**src/rtl/irq_agg_pkg.sv**
```systemverilog
package irq_agg_pkg;

  // Write strobes from the decoder to the register datapath
  typedef struct packed {
    logic engClr;
    logic engEnWr;
    logic dmaClr;
    logic dmaEnWr;
    logic maskWr;
  } wrStb_t;

  typedef enum logic [2:0] {
    RD_NONE   = 3'd0,
    RD_ENG_ST = 3'd1,
    RD_ENG_EN = 3'd2,
    RD_DMA_ST = 3'd3,
    RD_DMA_EN = 3'd4,
    RD_MASK   = 3'd5
  } rdSel_t;

endpackage

```
**src/rtl/irq_agg_ctrl.sv**
```systemverilog
module irq_agg_ctrl
  import irq_agg_pkg::*;
#(
  parameter int ADDR_W = 12,
  parameter logic [ADDR_W-1:0] OFS_ENG_ST = 12'h050,
  parameter logic [ADDR_W-1:0] OFS_ENG_EN = 12'h054,
  parameter logic [ADDR_W-1:0] OFS_DMA_ST = 12'h480,
  parameter logic [ADDR_W-1:0] OFS_DMA_EN = 12'h484,
  parameter logic [ADDR_W-1:0] OFS_MASK   = 12'h488
) (
  input  logic              clk,
  input  logic              rstN,
  input  logic              wrEn,
  input  logic [ADDR_W-1:0] wrAddr,
  input  logic [ADDR_W-1:0] rdAddr,
  output wrStb_t            stb,
  output rdSel_t            rdSel
);

  always_comb begin
    stb = '0;
    if (wrEn) begin
      unique case (wrAddr)
        OFS_ENG_ST: stb.engClr  = 1'b1;
        OFS_ENG_EN: stb.engEnWr = 1'b1;
        OFS_DMA_ST: stb.dmaClr  = 1'b1;
        OFS_DMA_EN: stb.dmaEnWr = 1'b1;
        OFS_MASK:   stb.maskWr  = 1'b1;
        default:    stb = '0;
      endcase
    end
  end

  always_comb begin
    unique case (rdAddr)
      OFS_ENG_ST: rdSel = RD_ENG_ST;
      OFS_ENG_EN: rdSel = RD_ENG_EN;
      OFS_DMA_ST: rdSel = RD_DMA_ST;
      OFS_DMA_EN: rdSel = RD_DMA_EN;
      OFS_MASK:   rdSel = RD_MASK;
      default:    rdSel = RD_NONE;
    endcase
  end

  AST_ONE_TARGET: assert property (@(posedge clk) disable iff (!rstN)
    $onehot0(stb));

  AST_NO_STRAY_WRITE: assert property (@(posedge clk) disable iff (!rstN)
    !wrEn |-> (stb == '0));

endmodule

```
**src/rtl/irq_agg_dp.sv**
```systemverilog
module irq_agg_dp
  import irq_agg_pkg::*;
#(
  parameter int DATA_W = 32,
  parameter int ENG_W  = 4,
  parameter int DMA_W  = 9,
  parameter logic [ENG_W-1:0] ENG_DONE = 4'b0100,
  parameter logic [ENG_W-1:0] ENG_ERR  = 4'b1011,
  parameter logic [DMA_W-1:0] DMA_DONE = 9'h001,
  parameter logic [DMA_W-1:0] DMA_ERR  = 9'h1FC
) (
  input  logic              clk,
  input  logic              rstN,
  input  wrStb_t            stb,
  input  rdSel_t            rdSel,
  input  logic [DMA_W-1:0]  wrData,
  input  logic [ENG_W-1:0]  engEvt,
  input  logic [DMA_W-1:0]  dmaEvt,
  output logic [DATA_W-1:0] rdData,
  output logic              irqOut,
  output logic              errIrq,
  output logic              doneIrq
);

  localparam logic [ENG_W-1:0] ENG_IMPL = ENG_DONE | ENG_ERR;
  localparam logic [DMA_W-1:0] DMA_IMPL = DMA_DONE | DMA_ERR;

  logic [ENG_W-1:0] engSt, engEn, engClrMask, engAct;
  logic [DMA_W-1:0] dmaSt, dmaEn, dmaClrMask, dmaAct;
  logic             maskBit;
  logic             irqQ, errQ, doneQ;

  assign engClrMask = stb.engClr ? wrData[ENG_W-1:0] : '0;
  assign dmaClrMask = stb.dmaClr ? wrData : '0;

  // Status banks: an event wins over a same-cycle clear
  always_ff @(posedge clk) begin
    if (!rstN) begin
      engSt <= '0;
      dmaSt <= '0;
    end else begin
      engSt <= (engSt & ~engClrMask) | (engEvt & ENG_IMPL);
      dmaSt <= (dmaSt & ~dmaClrMask) | (dmaEvt & DMA_IMPL);
    end
  end

  always_ff @(posedge clk) begin
    if (!rstN) begin
      engEn   <= '0;
      dmaEn   <= '0;
      maskBit <= 1'b0;
    end else begin
      if (stb.engEnWr) engEn   <= wrData[ENG_W-1:0] & ENG_IMPL;
      if (stb.dmaEnWr) dmaEn   <= wrData & DMA_IMPL;
      if (stb.maskWr)  maskBit <= wrData[0];
    end
  end

  assign engAct = engSt & engEn;
  assign dmaAct = dmaSt & dmaEn & {DMA_W{maskBit}};

  always_ff @(posedge clk) begin
    if (!rstN) begin
      irqQ  <= 1'b0;
      errQ  <= 1'b0;
      doneQ <= 1'b0;
    end else begin
      irqQ  <= (|engAct) | (|dmaAct);
      errQ  <= (|(engAct & ENG_ERR)) | (|(dmaAct & DMA_ERR));
      doneQ <= (|(engAct & ENG_DONE)) | (|(dmaAct & DMA_DONE));
    end
  end

  assign irqOut  = irqQ;
  assign errIrq  = errQ;
  assign doneIrq = doneQ;

  always_comb begin
    rdData = '0;
    unique case (rdSel)
      RD_ENG_ST: rdData[ENG_W-1:0] = engSt;
      RD_ENG_EN: rdData[ENG_W-1:0] = engEn;
      RD_DMA_ST: rdData[DMA_W-1:0] = dmaSt;
      RD_DMA_EN: rdData[DMA_W-1:0] = dmaEn;
      RD_MASK:   rdData[0]         = maskBit;
      default:   rdData = '0;
    endcase
  end

  AST_STICKY_HOLD: assert property (@(posedge clk) disable iff (!rstN)
    ((engSt & $past(engSt & ~engClrMask)) == $past(engSt & ~engClrMask)));

  AST_SET_WINS: assert property (@(posedge clk) disable iff (!rstN)
    (|engEvt) |=> ((engSt & $past(engEvt)) == $past(engEvt)));

  AST_MASK_BLOCKS: assert property (@(posedge clk) disable iff (!rstN)
    (engEn == '0 && !maskBit) |=> !irqOut);

  AST_GROUPS_COVER: assert property (@(posedge clk) disable iff (!rstN)
    irqOut == (errIrq || doneIrq));

  AST_RSV_CLEAR: assert property (@(posedge clk) disable iff (!rstN)
    ((dmaSt | dmaEn) & ~DMA_IMPL) == '0);

endmodule

```
**src/rtl/irq_agg.sv**
```systemverilog
module irq_agg
  import irq_agg_pkg::*;
#(
  parameter int ADDR_W = 12,
  parameter int DATA_W = 32,
  parameter int ENG_W  = 4,
  parameter int DMA_W  = 9
) (
  input  logic              clk,
  input  logic              rstN,
  input  logic              wrEn,
  input  logic [ADDR_W-1:0] wrAddr,
  input  logic [DMA_W-1:0]  wrData,
  input  logic [ADDR_W-1:0] rdAddr,
  output logic [DATA_W-1:0] rdData,
  input  logic [ENG_W-1:0]  engEvt,
  input  logic [DMA_W-1:0]  dmaEvt,
  output logic              irqOut,
  output logic              errIrq,
  output logic              doneIrq
);

  wrStb_t stb;
  rdSel_t rdSel;

  irq_agg_ctrl #(.ADDR_W(ADDR_W)) ctrl_i (
    .clk    (clk),
    .rstN   (rstN),
    .wrEn   (wrEn),
    .wrAddr (wrAddr),
    .rdAddr (rdAddr),
    .stb    (stb),
    .rdSel  (rdSel)
  );

  irq_agg_dp #(
    .DATA_W (DATA_W),
    .ENG_W  (ENG_W),
    .DMA_W  (DMA_W)
  ) dp_i (
    .clk     (clk),
    .rstN    (rstN),
    .stb     (stb),
    .rdSel   (rdSel),
    .wrData  (wrData),
    .engEvt  (engEvt),
    .dmaEvt  (dmaEvt),
    .rdData  (rdData),
    .irqOut  (irqOut),
    .errIrq  (errIrq),
    .doneIrq (doneIrq)
  );

endmodule

```
**config.mk**
```make
export PLATFORM = sky130hd
export DESIGN_NAME = irq_agg
export DESIGN_NICKNAME = d
export VERILOG_FILES = /design/src/rtl/irq_agg_pkg.sv /design/src/rtl/irq_agg_ctrl.sv /design/src/rtl/irq_agg_dp.sv /design/src/rtl/irq_agg.sv
export SDC_FILE = /design/constraint.sdc
export NUM_CORES = 1
export LEC_CHECK = 0
export ABC_AREA = 1
export BUFFER_PORTS_ARGS = -buffer_cell sky130_fd_sc_hd__buf_2
export CORE_ASPECT_RATIO = 1.75
export CORE_MARGIN = 2
export CORE_UTILIZATION = 28
export CTS_CLUSTER_SIZE = 25
export DETAILED_ROUTE_END_ITERATION = 7
export GPL_TIMING_DRIVEN = 0
export HOLD_SLACK_MARGIN = 0.03
export PLACE_DENSITY = 0.53
export SLEW_MARGIN = 20
export SYNTH_ARGS = -nofsm -noshare
export SYNTH_HDL_FRONTEND = slang
export SYNTH_SLANG_ARGS = --single-unit
```
**constraint.sdc**
```tcl
create_clock -name clk -period 1.05 [get_ports clk]
set_input_delay 0.105 -clock clk [delete_from_list [all_inputs] [get_ports clk]]
set_output_delay 0.105 -clock clk [all_outputs]
set_load 0.1 [all_outputs]
```
==> results.yml <==
setup_path:
  arrival_ns: 1.23
  endpoint_kind: "primary output"
  start_kind: "input port"
  worstReg2RegStart: "dp_i.engEn[0]"
  criticalPathCategory: "in -> out"
  r2r_end: "dp_i.irqOut"
  reg2reg_depth: 5
  r2r_setup_slack_ns: 0.06
  crit_path_max_fanout: 7
  cp-startpoint: "rdAddr[11]"
  crit_required_ns: 0.94
worst_hold_path:
  holdCritStartpoint: "dmaEvt[6]"
  holdPathStages: 3
  min_path_type: "in -> reg"
  holdPathEnd: "dp_i.dmaSt[6]"
outcome:
  status: "finished with violations"
  violations: "setup timing"
power_and_ir_drop:
  p_leak_nw: 1.39
  ir_worst_vdd_v: 0.000580
  combPwrFrac_pct: 23.5
  p_sw_w: 0.000980
  sequentialPowerShare_pct: 37.6
  p_sw_share_pct: 31.7
  internal_power_w: 0.00211
  powerDensity_nw_per_um2: 1060
  power_frac_clock_pct: 38.9
place:
  routabilityCongestion: 0.807
  place_area_um2: 2400
  dp_hpwl_um: 4040
  port_buffers: 59
clock_tree:
  cts_tree: "done"
  clk_pin_slew_worst_paths_ns: 0.06
  clkLatencyLatePin_ns: 0.28
  cts_buffer_depth: 2
  cts_buffers: 5
  clock-root-buffer: "clkbuf_8"
  clock-sinks: 29
  h-tree-depth: 2
drt:
  wl_per_cell_um: 11.3
  drt_iter0_markers: 44
  wirelength_um: 5200
  vias: 2014
  drt-vias-per-instance: 4.36
  antenna_left: 0
  dr.pass1.iters: 4
  drc: 0
finish:
  final_area_um2: 2920
  n_antenna_cell: 0
  fill_cells: 657
  final_common_cell: "nor2_1"
  syn2layout_area_growth_pct: 62.2
  fin_nets: 430
  drive_above_1_share_pct: 40.6
  mostFrequentLayoutCells: "51 x nor2_1, 42 x buf_2, 40 x nand2_1"
synthesis:
  synth_seq_cells: 29
  syn_avg_cell_area_um2: 6.41
  ys_warn_count: 0
  netlist_area_um2: 1800
  yosysUniqueCellTypes: 24
  syn_inst: 281
  synth_seq_area_share_pct: 32.2
die:
  dieArea_um2: 7120
  die-height_um: 110
  ioPinCount: 84
  core_um2: 6230
  rows: 38
  die_w_um: 64.6
  initial_core_util_pct: 28.9
timing:
  setup_violations: 9
  worstMarginPinSlew_ns: 0.583
  layout_min_cycle_time_ns: 1.34
  finalSetupTns_ns: -2.28
  finalClockSkew_ns: 0.00599
  fmax_mhz: 748
  finalMaxSlewViolations: 0
  min_period_over_period_pct: 127
  hold_violations: 0
  max-slew-margin-rel_pct: 61.1
  timing.hold.ws_ns: 0.0294
  rsz0062_at_grt: "yes"
  fin_ws_ns: -0.287
global_route:
  antenna_found_initial: 0
  grtUsageTotal_pct: 15.1
  grt_overflow: 0
  grt_pass1_vias: 1922
  grt_pass1_wl_um: 8340
  grt_max_degree: 11
run:
  maxCapViolations: 0
## kinds of logic after synthesis
kind of cell	after synthesis	share of synthesized area (%)
simple gates	161	40.3
buf+inv	56	17.6
compound gates	34	9.65
flops	29	32.2
other cells	1	0.208
## power by group through the flow
stage	combinational, W	clock, W	sequential [W]
5_1_grt	0.000774	0.00126	0.00117
3_3_place_gp	0.000666	0	0.00119
6_report	0.000728	0.00120	0.00116
4_1_cts	0.000708	0.00122	0.00116
2_1_floorplan	0.000527	0	0.00118
3_5_place_dp	0.000671	0	0.00119
## layout make-up
cell class / count / area (um^2) / share of cell area, %
well taps: 80 / 100 / 3.42
multi-input cells: 218 / 1210 / 41.4
repair buffers: 71 / 582 / 19.9
clock buffers: 7 / 86.3 / 2.95
plain buffers: 27 / 206 / 7.06
flip-flops and latches: 29 / 587 / 20.1
inverters: 29 / 120 / 4.11
clock inverters: 1 / 30.0 / 1.03
## cell usage after synthesis (all sizes together)
library cell / number / share of area, %
a21oi: 16 / 4.4
a22o: 1 / 0.49
and2: 1 / 0.35
buf: 25 / 11
clkbuf: 2 / 0.62
clkinv: 1 / 0.28
conb: 1 / 0.21
dfxtp: 29 / 32
inv: 28 / 5.8
nand2: 59 / 12
nand3: 31 / 9.2
nand3b: 1 / 0.42
nand4: 3 / 1.9
nor2: 65 / 15
nor3: 1 / 0.90
o21ai: 17 / 4.7
## registers in the layout, summed over array words and instances (netlist names)
register / cells
dp_i.engEn: 4
dp_i.maskBit: 1
dp_i.engSt: 4
dp_i.doneIrq: 1
dp_i.errIrq: 1
dp_i.dmaEn: 8
dp_i.dmaSt: 9
dp_i.irqOut: 1
## metal layers
metal	global-route usage, %	vias up	share of wire (%)
met1	13.6	895	36
met5	0	-	0
met3	1.62	6	5.2
met4	6.38	0	1.9
li1	-	1042	-
met2	32.4	71	57
## how the worst max path moves through the flow
stage                      to  slack [ns]  depth (start not counted)
floorplan           rdData[2]       -0.46                          7
global placement    rdData[8]       -0.68                          9
detailed placement  rdData[5]       -0.71                          9
CTS                 rdData[2]       -0.29                          9
global route        rdData[2]       -0.38                         10
finish              rdData[3]       -0.29                          9
## worst max-delay path, cell delays in order
cell and delay [ns]:
buf_8 0.10, nor2_4 0.10, nand2_2 0.08, nor2_4 0.11, nand4_1 0.17, inv_4 0.18, nand2_1 0.09, nand3_2 0.10
buf_12 0.18
## metrics by stage
| step | setup WS (ns) | std cells | utilization [%] | power [W] |
|---|---|---|---|---|
| global placement | -0.683 | 442 | 38.6 | 0.00185 |
| detailed placement | -0.706 | 442 | 38.6 | 0.00186 |
| global route | -0.383 | 462 | 46.9 | 0.00320 |
| floorplan | -0.465 | 303 | - | 0.00170 |
| CTS | -0.290 | 460 | 45.6 | 0.00309 |
| finish | -0.287 | 462 | 46.9 | 0.00309 |
## timing repair
action | CTS | global route
endpoints found under the setup margin | 13 | 13
hold buffers | 6 | 0
gates cloned | 0 | 1
pin swaps | 11 | 11
gates resized for setup | 67 | 24
buffers inserted | 4 | 1
hold endpoints to repair | 6 | 0
No activity file was read; power rests on OpenSTA's default activity.
